===== src/rtl/dma_pkg.sv =====
package dma_pkg;

  typedef enum logic [1:0] {
    MD_COPY  = 2'd0,
    MD_FILL  = 2'd1,
    MD_DUAL  = 2'd2,
    MD_FLYBY = 2'd3
  } xfer_mode_e;

  typedef enum logic [2:0] {
    ST_IDLE,
    ST_RD,
    ST_WR,
    ST_FETCH,
    ST_UPD
  } eng_state_e;

  localparam logic [2:0] SEL_SRC  = 3'd0;
  localparam logic [2:0] SEL_DST  = 3'd1;
  localparam logic [2:0] SEL_CNT  = 3'd2;
  localparam logic [2:0] SEL_NEXT = 3'd3;
  localparam logic [2:0] SEL_CTRL = 3'd4;

  localparam int DESC_WORDS = 4;

  function automatic logic mode_is_paced(xfer_mode_e m);
    return (m == MD_DUAL) || (m == MD_FLYBY);
  endfunction

endpackage


===== src/rtl/dma_prio_arb.sv =====
module dma_prio_arb #(
  parameter int N = 4,
  localparam int IW = (N > 1) ? $clog2(N) : 1
) (
  input  logic [N-1:0]  req,
  output logic          any,
  output logic [IW-1:0] idx
);

  always_comb begin
    any = |req;
    idx = '0;
    for (int i = N - 1; i >= 0; i--) begin
      if (req[i]) idx = IW'(i);
    end
  end

endmodule


===== src/rtl/dma_chan_regs.sv =====
module dma_chan_regs
  import dma_pkg::*;
#(
  parameter int AW     = 32,
  parameter int CW     = 16,
  parameter bit EXT_OK = 1'b0
) (
  input  logic          clk,
  input  logic          rst_n,
  input  logic          wr_en,
  input  logic [2:0]    wr_sel,
  input  logic [AW-1:0] wr_data,
  input  logic          upd_en,
  input  logic          upd_fin,
  input  logic [AW-1:0] upd_src,
  input  logic [AW-1:0] upd_dst,
  input  logic [CW-1:0] upd_cnt,
  input  logic [AW-1:0] upd_next,
  input  logic          ext_req_i,
  output logic [AW-1:0] src_o,
  output logic [AW-1:0] dst_o,
  output logic [CW-1:0] cnt_o,
  output logic [AW-1:0] next_o,
  output xfer_mode_e    mode_o,
  output logic          dir_o,
  output logic          req_o
);

  logic [AW-1:0] src_q, src_d, dst_q, dst_d, next_q, next_d;
  logic [CW-1:0] cnt_q, cnt_d;
  xfer_mode_e    mode_q, mode_d;
  logic          dir_q, dir_d, en_q, en_d;
  logic          load;
  logic          pace_ok;

  assign load = upd_en | wr_en;

  always_comb begin
    src_d  = src_q;
    dst_d  = dst_q;
    cnt_d  = cnt_q;
    next_d = next_q;
    mode_d = mode_q;
    dir_d  = dir_q;
    en_d   = en_q;
    if (upd_en) begin
      src_d  = upd_src;
      dst_d  = upd_dst;
      cnt_d  = upd_cnt;
      next_d = upd_next;
      if (upd_fin) en_d = 1'b0;
    end else if (wr_en) begin
      case (wr_sel)
        SEL_SRC:  src_d  = wr_data;
        SEL_DST:  dst_d  = wr_data;
        SEL_CNT:  cnt_d  = wr_data[CW-1:0];
        SEL_NEXT: next_d = wr_data;
        SEL_CTRL: begin
          en_d   = wr_data[0];
          mode_d = xfer_mode_e'(wr_data[2:1]);
          dir_d  = wr_data[3];
        end
        default: ;
      endcase
    end
  end

  always_ff @(posedge clk or negedge rst_n) begin
    if (!rst_n) begin
      src_q  <= '0;
      dst_q  <= '0;
      cnt_q  <= '0;
      next_q <= '0;
      mode_q <= MD_COPY;
      dir_q  <= 1'b0;
      en_q   <= 1'b0;
    end else if (load) begin
      src_q  <= src_d;
      dst_q  <= dst_d;
      cnt_q  <= cnt_d;
      next_q <= next_d;
      mode_q <= mode_d;
      dir_q  <= dir_d;
      en_q   <= en_d;
    end
  end

  assign pace_ok = EXT_OK ? ext_req_i : 1'b0;
  assign req_o   = en_q & ((cnt_q == '0) | (mode_is_paced(mode_q) ? pace_ok : 1'b1));

  assign src_o  = src_q;
  assign dst_o  = dst_q;
  assign cnt_o  = cnt_q;
  assign next_o = next_q;
  assign mode_o = mode_q;
  assign dir_o  = dir_q;

endmodule


===== src/rtl/dma_xfer_engine.sv =====
module dma_xfer_engine
  import dma_pkg::*;
#(
  parameter int NCH  = 4,
  parameter int AW   = 32,
  parameter int DW   = 32,
  parameter int CW   = 16,
  parameter int MAXB = 8,
  localparam int CHW = (NCH > 1) ? $clog2(NCH) : 1
) (
  input  logic           clk,
  input  logic           rst_n,
  input  logic           start,
  input  logic [CHW-1:0] start_ch,
  input  logic [AW-1:0]  c_src,
  input  logic [AW-1:0]  c_dst,
  input  logic [CW-1:0]  c_cnt,
  input  logic [AW-1:0]  c_next,
  input  xfer_mode_e     c_mode,
  input  logic           c_dir,
  input  logic [DW-1:0]  dev_wdata,
  input  logic [DW-1:0]  m_rdata,
  input  logic           m_ack,
  output logic           busy,
  output logic           m_req,
  output logic           m_we,
  output logic [AW-1:0]  m_addr,
  output logic [DW-1:0]  m_wdata,
  output logic [NCH-1:0] dev_ack,
  output logic           upd_en,
  output logic [CHW-1:0] upd_ch,
  output logic           upd_fin,
  output logic [AW-1:0]  upd_src,
  output logic [AW-1:0]  upd_dst,
  output logic [CW-1:0]  upd_cnt,
  output logic [AW-1:0]  upd_next,
  output logic [NCH-1:0] irq
);

  localparam int BUFD  = (MAXB > DESC_WORDS) ? MAXB : DESC_WORDS;
  localparam int BW    = $clog2(BUFD + 1);
  localparam int IXW   = $clog2(BUFD);
  localparam int BYTES = DW / 8;

  eng_state_e     st_q, st_d;
  logic [CHW-1:0] ch_q, ch_d;
  logic [AW-1:0]  src_q, src_d, dst_q, dst_d, next_q, next_d;
  logic [CW-1:0]  cnt_q, cnt_d;
  xfer_mode_e     mode_q, mode_d;
  logic           dir_q, dir_d;
  logic [BW-1:0]  len_q, len_d, beat_q, beat_d;
  logic           fin_q, fin_d, load_q, load_d;
  logic           ctl_en;
  logic [DW-1:0]  buf_q [BUFD];
  logic           buf_we;
  logic [IXW-1:0] bix;
  logic           last_beat;
  logic [BW-1:0]  len_new;
  logic [AW-1:0]  base, step;

  assign bix       = beat_q[IXW-1:0];
  assign last_beat = (beat_q == len_q - BW'(1));
  assign len_new   = (c_cnt > CW'(MAXB)) ? BW'(MAXB) : BW'(c_cnt);

  // next-state logic
  always_comb begin
    st_d   = st_q;
    ch_d   = ch_q;
    src_d  = src_q;
    dst_d  = dst_q;
    cnt_d  = cnt_q;
    next_d = next_q;
    mode_d = mode_q;
    dir_d  = dir_q;
    len_d  = len_q;
    beat_d = beat_q;
    fin_d  = fin_q;
    load_d = load_q;
    case (st_q)
      ST_IDLE: begin
        if (start) begin
          ch_d   = start_ch;
          src_d  = c_src;
          dst_d  = c_dst;
          cnt_d  = c_cnt;
          next_d = c_next;
          mode_d = c_mode;
          dir_d  = c_dir;
          beat_d = '0;
          fin_d  = 1'b0;
          load_d = 1'b0;
          if (c_cnt == '0) begin
            if (c_next == '0) begin
              fin_d = 1'b1;
              st_d  = ST_UPD;
            end else begin
              load_d = 1'b1;
              len_d  = BW'(DESC_WORDS);
              st_d   = ST_FETCH;
            end
          end else begin
            len_d = len_new;
            if (c_mode == MD_FILL || (c_mode == MD_FLYBY && !c_dir)) st_d = ST_WR;
            else st_d = ST_RD;
          end
        end
      end
      ST_RD: begin
        if (m_ack) begin
          if (last_beat) begin
            beat_d = '0;
            st_d   = (mode_q == MD_FLYBY) ? ST_UPD : ST_WR;
          end else begin
            beat_d = beat_q + BW'(1);
          end
        end
      end
      ST_WR, ST_FETCH: begin
        if (m_ack) begin
          if (last_beat) begin
            beat_d = '0;
            st_d   = ST_UPD;
          end else begin
            beat_d = beat_q + BW'(1);
          end
        end
      end
      ST_UPD:  st_d = ST_IDLE;
      default: st_d = ST_IDLE;
    endcase
  end

  assign ctl_en = (st_q == ST_IDLE) ? start : ((st_q == ST_UPD) | m_ack);

  always_ff @(posedge clk or negedge rst_n) begin
    if (!rst_n) begin
      st_q   <= ST_IDLE;
      ch_q   <= '0;
      src_q  <= '0;
      dst_q  <= '0;
      cnt_q  <= '0;
      next_q <= '0;
      mode_q <= MD_COPY;
      dir_q  <= 1'b0;
      len_q  <= '0;
      beat_q <= '0;
      fin_q  <= 1'b0;
      load_q <= 1'b0;
    end else if (ctl_en) begin
      st_q   <= st_d;
      ch_q   <= ch_d;
      src_q  <= src_d;
      dst_q  <= dst_d;
      cnt_q  <= cnt_d;
      next_q <= next_d;
      mode_q <= mode_d;
      dir_q  <= dir_d;
      len_q  <= len_d;
      beat_q <= beat_d;
      fin_q  <= fin_d;
      load_q <= load_d;
    end
  end

  // burst buffer: data storage, not reset
  assign buf_we = m_ack & ((st_q == ST_RD) | (st_q == ST_FETCH));

  always_ff @(posedge clk) begin
    if (buf_we) buf_q[bix] <= m_rdata;
  end

  // bus side
  always_comb begin
    case (st_q)
      ST_FETCH: base = next_q;
      ST_RD:    base = (mode_q == MD_FLYBY) ? dst_q : src_q;
      default:  base = dst_q;
    endcase
  end

  assign busy   = (st_q != ST_IDLE);
  assign m_req  = (st_q == ST_RD) | (st_q == ST_WR) | (st_q == ST_FETCH);
  assign m_we   = (st_q == ST_WR);
  assign m_addr = base + (AW'(beat_q) * AW'(BYTES));

  always_comb begin
    case (mode_q)
      MD_FILL:  m_wdata = DW'(src_q);
      MD_FLYBY: m_wdata = dev_wdata;
      default:  m_wdata = buf_q[bix];
    endcase
  end

  always_comb begin
    dev_ack = '0;
    if (mode_q == MD_FLYBY && (st_q == ST_RD || st_q == ST_WR)) dev_ack[ch_q] = 1'b1;
  end

  // register update at the end of a burst, fetch or chain
  assign step    = AW'(len_q) * AW'(BYTES);
  assign upd_en  = (st_q == ST_UPD);
  assign upd_ch  = ch_q;
  assign upd_fin = upd_en & fin_q;

  always_comb begin
    irq = '0;
    if (upd_fin) irq[ch_q] = 1'b1;
  end

  always_comb begin
    if (load_q) begin
      upd_src  = AW'(buf_q[0]);
      upd_dst  = AW'(buf_q[1]);
      upd_cnt  = buf_q[2][CW-1:0];
      upd_next = AW'(buf_q[3]);
    end else if (fin_q) begin
      upd_src  = src_q;
      upd_dst  = dst_q;
      upd_cnt  = cnt_q;
      upd_next = next_q;
    end else begin
      upd_src  = (mode_q == MD_COPY || mode_q == MD_DUAL) ? src_q + step : src_q;
      upd_dst  = dst_q + step;
      upd_cnt  = cnt_q - CW'(len_q);
      upd_next = next_q;
    end
  end

endmodule


===== src/rtl/dma_engine.sv =====
module dma_engine
  import dma_pkg::*;
#(
  parameter int NCH  = 4,
  parameter int NEXT = 2,
  parameter int AW   = 32,
  parameter int DW   = 32,
  parameter int CW   = 16,
  parameter int MAXB = 8,
  localparam int CHW = (NCH > 1) ? $clog2(NCH) : 1
) (
  input  logic           clk,
  input  logic           rst_n,
  input  logic           cfg_we,
  input  logic [CHW-1:0] cfg_ch,
  input  logic [2:0]     cfg_sel,
  input  logic [AW-1:0]  cfg_wdata,
  input  logic [NEXT-1:0] ext_req,
  input  logic [DW-1:0]  dev_wdata,
  output logic [NCH-1:0] dev_ack,
  output logic [NCH-1:0] irq,
  output logic           m_req,
  output logic           m_we,
  output logic [AW-1:0]  m_addr,
  output logic [DW-1:0]  m_wdata,
  input  logic [DW-1:0]  m_rdata,
  input  logic           m_ack
);

  logic rs1_q, rs2_q, rst_core_n;

  always_ff @(posedge clk or negedge rst_n) begin
    if (!rst_n) begin
      rs1_q <= 1'b0;
      rs2_q <= 1'b0;
    end else begin
      rs1_q <= 1'b1;
      rs2_q <= rs1_q;
    end
  end
  assign rst_core_n = rs2_q;

  logic [AW-1:0]  ch_src  [NCH];
  logic [AW-1:0]  ch_dst  [NCH];
  logic [AW-1:0]  ch_next [NCH];
  logic [CW-1:0]  ch_cnt  [NCH];
  xfer_mode_e     ch_mode [NCH];
  logic [NCH-1:0] ch_dir, ch_req;

  logic           e_busy, e_upd_en, e_upd_fin;
  logic [CHW-1:0] e_upd_ch;
  logic [AW-1:0]  e_upd_src, e_upd_dst, e_upd_next;
  logic [CW-1:0]  e_upd_cnt;
  logic           arb_any, start;
  logic [CHW-1:0] arb_idx;

  for (genvar g = 0; g < NCH; g++) begin : g_ch
    logic ext_g;
    if (g < NEXT) begin : g_ext
      assign ext_g = ext_req[g];
    end else begin : g_noext
      assign ext_g = 1'b0;
    end

    dma_chan_regs #(
      .AW(AW), .CW(CW), .EXT_OK(g < NEXT)
    ) u_regs (
      .clk      (clk),
      .rst_n    (rst_core_n),
      .wr_en    (cfg_we & (cfg_ch == CHW'(g))),
      .wr_sel   (cfg_sel),
      .wr_data  (cfg_wdata),
      .upd_en   (e_upd_en & (e_upd_ch == CHW'(g))),
      .upd_fin  (e_upd_fin),
      .upd_src  (e_upd_src),
      .upd_dst  (e_upd_dst),
      .upd_cnt  (e_upd_cnt),
      .upd_next (e_upd_next),
      .ext_req_i(ext_g),
      .src_o    (ch_src[g]),
      .dst_o    (ch_dst[g]),
      .cnt_o    (ch_cnt[g]),
      .next_o   (ch_next[g]),
      .mode_o   (ch_mode[g]),
      .dir_o    (ch_dir[g]),
      .req_o    (ch_req[g])
    );
  end

  dma_prio_arb #(.N(NCH)) u_arb (
    .req(ch_req),
    .any(arb_any),
    .idx(arb_idx)
  );

  assign start = arb_any & ~e_busy;

  dma_xfer_engine #(
    .NCH(NCH), .AW(AW), .DW(DW), .CW(CW), .MAXB(MAXB)
  ) u_eng (
    .clk      (clk),
    .rst_n    (rst_core_n),
    .start    (start),
    .start_ch (arb_idx),
    .c_src    (ch_src[arb_idx]),
    .c_dst    (ch_dst[arb_idx]),
    .c_cnt    (ch_cnt[arb_idx]),
    .c_next   (ch_next[arb_idx]),
    .c_mode   (ch_mode[arb_idx]),
    .c_dir    (ch_dir[arb_idx]),
    .dev_wdata(dev_wdata),
    .m_rdata  (m_rdata),
    .m_ack    (m_ack),
    .busy     (e_busy),
    .m_req    (m_req),
    .m_we     (m_we),
    .m_addr   (m_addr),
    .m_wdata  (m_wdata),
    .dev_ack  (dev_ack),
    .upd_en   (e_upd_en),
    .upd_ch   (e_upd_ch),
    .upd_fin  (e_upd_fin),
    .upd_src  (e_upd_src),
    .upd_dst  (e_upd_dst),
    .upd_cnt  (e_upd_cnt),
    .upd_next (e_upd_next),
    .irq      (irq)
  );

endmodule


===== config.mk =====
export PLATFORM = sky130hd
export DESIGN_NAME = dma_engine
export DESIGN_NICKNAME = d
export VERILOG_FILES = /design/src/rtl/dma_pkg.sv /design/src/rtl/dma_prio_arb.sv /design/src/rtl/dma_chan_regs.sv /design/src/rtl/dma_xfer_engine.sv /design/src/rtl/dma_engine.sv
export SDC_FILE = /design/constraint.sdc
export NUM_CORES = 2
export LEC_CHECK = 0
export ABC_AREA = 1
export BUFFER_PORTS_ARGS = -buffer_cell sky130_fd_sc_hd__clkbuf_2
export CORE_MARGIN = 2
export CORE_UTILIZATION = 27
export CTS_CLUSTER_DIAMETER = 100
export DETAILED_ROUTE_END_ITERATION = 12
export HOLD_SLACK_MARGIN = 0.1
export PLACE_DENSITY_LB_ADDON = 0.25
export SETUP_SLACK_MARGIN = 0.5
export SKIP_LAST_GASP = 1
export SYNTH_ARGS = -nofsm -noshare
export SYNTH_HDL_FRONTEND = slang
export SYNTH_HIERARCHICAL = 1
export SYNTH_SLANG_ARGS = --single-unit

===== constraint.sdc =====
create_clock -name clk -period 21.2 [get_ports clk]
set_clock_uncertainty 0.05 [all_clocks]
set_input_delay 1.06 -clock clk [delete_from_list [all_inputs] [get_ports clk]]
set_output_delay 1.06 -clock clk [all_outputs]
set_load 0.005 [all_outputs]

==> Yosys cells after proc, flatten, opt, wreduce, memory -nomap -nowiden <==
Memories as Yosys holds them, arrays and structs flattened.
Cells that the tools add are included.
{ "totals": {"output_inout_bits": 74, "reg_bits": 595, "inputBits": 107, "word_cells": 314, "ramBits": 256, "mem_count": 1} }
{ "memory_table": {"columns": ["name", "depth", "width", "read_ports", "rd_ports_with_merged_regs", "write_ports", "line", "rtl"], "rows": [
  ["u_eng.buf_q", 8, 32, 5, 0, 1, "dma_xfer_engine.sv:54", "logic [DW-1:0] buf_q [BUFD];"]
]} }
{ "classes": {"n_reduce_logical": 79, "muxes": 110, "bitwise_logic": 33, "n_eq_ne": 39, "n_lt_le_gt_ge": 5, "addsub": 6} }
{ "ops": {"columns": ["op", "count"], "rows": [
  ["32-bit 2-to-1 mux", 40],
  ["16-bit 2-to-1 mux", 13],
  ["32-bit binary-select mux with 2-bit select", 3],
  ["32-bit case mux with 2 select lines", 2],
  ["32-bit by 6-bit adder with 32-bit output", 3],
  ["16-bit zero test", 5],
  ["3-bit AND reduction", 17],
  ["2-bit nonzero test", 25],
  ["4-bit AND reduction", 10],
  ["16-bit binary-select mux with 2-bit select", 1],
  ["32-bit zero test", 1],
  ["4-bit 2-to-1 mux", 8],
  ["2-bit == test, second input constant", 15],
  ["3-bit 2-to-1 mux", 8],
  ["1-bit 2-to-1 mux", 23],
  ["16-bit by 4-bit greater-than comparator with 1-bit output, second input constant", 1],
  ["16-bit by 4-bit subtractor with 16-bit output", 1],
  ["1-bit bitwise AND", 15],
  ["2-bit 2-to-1 mux", 7],
  ["2-bit inequality test, second input constant", 7],
  ["3-bit by 2-bit == test with 1-bit output, second input constant", 4],
  ["1-bit OR", 12],
  ["3-bit case mux with 3 select lines", 1],
  ["2-bit by 1-bit == test with 1-bit output, second input constant", 4],
  ["other kinds (25)", 46]
]} }

==> Depth between registers and ports, before layout <==
{ "logic_depth": {"ltp_word": 20, "depth_mapped": 25, "mapped_depth_nobuf": 22} }

==> Cells and area by module <==
The synthesis kept the hierarchy.
{ "by_module_without_submodules": {"columns": ["mod", "cells_per_inst", "instances", "area_per_inst_um2", "seq_area_each_um2"], "rows": [
  ["dma_xfer_engine", 2374, 1, 20248.2, 10915.5],
  ["dma_chan_regs at g_ch[0].u_regs ...", 653, 2, 5402.7, 2902.8],
  ["dma_chan_regs at g_ch[2].u_regs ...", 649, 2, 5376.4, 2902.8],
  ["dma_engine", 1363, 1, 5626.6, 50.0],
  ["dma_prio_arb", 9, 1, 46.3, 0.0]
]} }

==> Worst setup path before layout <==
No wires, ideal clock.
{ "synth_path": {"path_type": "flip-flop to output port", "from": "register u_eng.st_q[0]", "to": "output m_addr[22]", "stages_incl_launch_ff": 20, "arrival_time_ps": 2638, "path_buffers": 2, "slack_ps": 17452, "required_ps": 20090, "path_cell_list": "dfrtp_1 > inv_2 > nor2_4 > o21ai_2 > buf_6 > buf_4 > nand2_1 > o221ai_1 > ha_1 > fa_1 > nand3_1 > and2_1 > nor2_1 > nand2_1 > inv_2 > nand2_2 > nor2_4 > nand2_1 > nand2_1 > nand2_1"} }
{ "synth_between": {"elab_chain_len": 3, "word_cells_on_any_way": 4, "cone_classes": "add/sub: 1; eq/ne: 2; mux: 1"} }
{ "synth_rtl": {"columns": ["element", "line", "rtl"], "rows": [
  ["from (decl)", "dma_xfer_engine.sv:45", "eng_state_e st_q, st_d;"],
  ["from (signal assigned)", "dma_xfer_engine.sv:150", "st_q <= st_d;"],
  ["3-bit by 1-bit == test with 1-bit output / 3-bit by 2-bit == test with 1-bit output (equally long branches)", "dma_xfer_engine.sv:174", "case (st_q)"],
  ["32-bit case mux with 2 select lines (*)", "dma_xfer_engine.sv:174", null],
  ["32-bit by 6-bit adder with 32-bit output (*)", "dma_xfer_engine.sv:184", "assign m_addr = base + (AW'(beat_q) * AW'(BYTES));"],
  ["to (decl)", "dma_engine.sv:24", "output logic [AW-1:0] m_addr,"]
]} }
Every way passes the cells marked *; elsewhere a longest branch is shown, timed or not.

==> Worst setup path after layout <==
{ "layout_path": {"from": "register u_eng.mode_q[0]", "to": "output m_addr[18]"} }
{ "layout_between": {"elab_chain_len": 4} }
{ "layout_rtl": {"columns": ["element", "line", "rtl"], "rows": [
  ["from (decl)", "dma_xfer_engine.sv:49", "xfer_mode_e mode_q, mode_d;"],
  ["from (signal assigned)", "dma_xfer_engine.sv:156", "mode_q <= mode_d;"],
  ["2-bit == test", "dma_xfer_engine.sv:176", "ST_RD: base = (mode_q == MD_FLYBY) ? dst_q : src_q;"],
  ["32-bit 2-to-1 mux", "dma_xfer_engine.sv:176", null],
  ["32-bit case mux with 2 select lines", "dma_xfer_engine.sv:174", null],
  ["32-bit by 6-bit adder with 32-bit output", "dma_xfer_engine.sv:184", null]
]} }
No other way between the ends.

==> metrics.md <==
| Metric | Value |
|---|---|
| Design area | between 50000 and 60000 µm² |
| Slew Viols, Final | 0 |
| Hold Path Origin | rs1_q |
| DP HPWL | about 150 mm |
| Syn Std Cell Area | between 40000 and 50000 µm² |
| Least-Margin Pin Slew | about 1.3 ns |
| H-tree depth | 3 |
| Largest net degree at the start of global routing | between 150 and 200 |
| CP required | about 20 ns |
| Setup TNS | 0 ns |
| Crit Path Class | register to primary output |
| Worst vdd rail ir drop | ~140 µV |
| Port bufs | 180 |
| Crit-path max FO | 30 |
| R2r startpoint | g_ch[3].u_regs/cnt_o[15] |
| Inserted Clock Buffers | 97 |
| Via count | about 45000 |
| Grt total ovfl | 0 |
| # IOs | around 180 |
| Initial DRC Count | around 5500 |
| Fin crit period | slightly above 6 ns |
| Unrepaired setup endpoints after global routing | false |
| Area occupied by multi-input gates | approximately 20000 µm² |
| M1 GR Usage | ~34% |
| Net Count, Synth | about 6500 |
| NumNets Final | around 6500 |
| CTS tree | built |
| Die W | approximately 420 µm |
| Initial antenna violation count | 23 |
| HP Class | register to register |
| Initial Util | 27.25% |
| Fmax | roughly 0.16 GHz |
| Worst setup SP type | register |
| Final WL | roughly 210 mm |
| Share of layout cells above drive strength 1 | 8.357% |
| Longest Clk Path Bufs | 3 |
| WL/cell | 24.44 µm |
| Power per Cell Area | between 100 and 150 nW/µm² |
| Routed Antenna Nets | 0 |
| Core region area | ~170000 µm² |
| DR vias/cell | between 5 and 6 |
| Post-Synthesis Cells | 6349 |
| First-pass GRT wire length | just over 300 mm |
| Reg2Reg Depth | 20 |
| FF/Latch Area | about 23000 µm² |
| Met3 Track Usage GR | under 10% |
| Rows | ~150 |
| Die height | between 400 and 500 µm |
| Drt drc | 0 |
| Synth warn | 6 |
| Capturing point of the worst reg2reg path | u_eng/len_q[1] |
| GRT busiest layer | met2 |
| Cell count of the worst hold path | 0 |
| Clock-pin transition on the worst setup and hold timing paths | 0.07 ns |
| P&R area growth vs syn | 13.14% |
| Met2 Use GR | 35.07% |
| Root Buffer | clkbuf_16 |
| Layout Utilization | between 30% and 40% |
| Hold EP | rs2_q |
| GRT Overall Usage | a little under a quarter |
| Die ar. | 179200 µm² |
| Crit path capture type | primary output |
| Critical Path AT | around 5 ns |
| Number of max-cap violations | 0 |
| Outcome | complete, no violations |
| Final worst-path cycle share | 28.91% |
| Post-CTS sizing | 0 |
| Vias in the first global route | about 42000 |
| Clock Latency Late Sink | between 0.7 and 0.8 ns |
| Drt pass-1 iters | 6 |
| Gp weighted congestion | between 0.9 and 1 |
| Worst reg2reg setup slack | 16.01 ns |
| Pleak | approximately 25 nW |
| FILL cells | 19005 |
| Final setup violation count | 0 |
| Max_slew headroom | 13.03% |
| Clk sinks | between 800 and 900 |
| Syn_area_per_cell | around 7.5 µm² |
| Cell Area, Placed | ~50000 µm² |
| Hold Vio Cnt, Final | 0 |
-- per-stage QoR --
step,instances,setup slack [ns],total power (W),hold slack (ns)
2_1_floorplan,6349,3.338,0.004604,0.2812
3_3_place_gp,8585,15.66,0.005992,0.2855
3_5_place_dp,8585,15.68,0.006004,0.2964
4_1_cts,8763,15.10,0.007797,0.3149
5_1_grt,8765,14.91,0.008296,0.3226
6_report,8766,15.07,0.007818,0.3109
-- power by group --
group	internal, W	leakage [nW]	total (W)	switching [W]
Sequential	0.00220	9.56	0.00254	0.000346
Clock	0.00101	1.59	0.00176	0.000753
Combinational	0.000976	13.9	0.00351	0.00254
-- worst max path at each step --
stage,slack [ns],to,start,cells after the start
finish,15.07,m_addr[18],u_eng/mode_q[0],13
floorplan,3.34,g_ch[0].u_regs/cnt_o[0],rs2_q,0
CTS,15.10,m_addr[18],u_eng/mode_q[1],15
detailed placement,15.68,u_eng/len_q[1],ext_req[0],17
global placement,15.66,u_eng/len_q[1],ext_req[0],17
global route,14.91,m_addr[18],u_eng/mode_q[1],15
-- placed cells by master, fill, tap and decap left out, types with 17 or more instances in the layout --
cell type,n
clkbuf_16,100
nand3_1,753
inv_1,736
nor2_4,20
a21oi_1,176
ha_1,18
clkinv_1,18
buf_4,91
clkbuf_1,17
dfrtp_1,593
edfxtp_1,256
inv_2,26
clkbuf_2,180
nor2_1,310
nor3_1,30
nand4_1,94
o211ai_1,242
a22oi_1,30
nand2_1,2209
xor2_1,34
o21ai_0,298
-- timing repair --
action | 4_1_cts | 5_1_grt
setup buffers | 0 | 0
hold buffers | 1 | 0
endpoints found under the hold margin | 2 | 0
-- critical path: stages, from the launching register on --
cell	delay [ns]
dfrtp_1	0.40
nand2_1	0.81
nand2_1	0.48
o221ai_1	0.29
ha_1	0.24
fa_1	0.26
nand3_1	0.09
and2_1	0.24
nor2_1	0.13
nand2_1	0.17
nor2_2	0.25
nand2_1	0.14
xor2_1	0.54
clkbuf_2	0.23
-- area by class of cell --
type	count	share of cell area, %
clock inverter	46	0.9271
sequential	851	42.05
timing repair buffer	276	3.117
multi-input combinational	4360	37.90
clock buffer	131	5.136
inverter	774	5.446
antenna	3	0.01398
tap	2325	5.416
-- layer usage --
layer | vias to the layer above | wire length (µm)
li1 | 20620 | -
met1 | 22256 | 96460
met4 | 10 | 6638
met2 | 2011 | 92930
met5 | - | 45
met3 | 278 | 18170
-- sequential cells by signal, summed over array words and instances, names as in the netlist, 2 cells and up --
| signal | cells |
|---|---|
| g_ch.u_regs/cnt_o | 64 |
| u_eng/dst_q | 32 |
| g_ch.u_regs/src_o | 128 |
| u_eng/next_q | 32 |
| u_eng/upd_ch | 2 |
| g_ch.u_regs/en_q | 4 |
| u_eng/len_q | 4 |
| u_eng/mode_q | 2 |
| u_eng/src_q | 32 |
| g_ch.u_regs/next_o | 128 |
| g_ch.u_regs/mode_o | 8 |
| g_ch.u_regs/dir_o | 4 |
| u_eng/beat_q | 4 |
| g_ch.u_regs/dst_o | 128 |
| u_eng/st_q | 3 |
| u_eng/cnt_q | 16 |
| u_eng/buf_q | 256 |
Power figures use the tool's default switching activity.
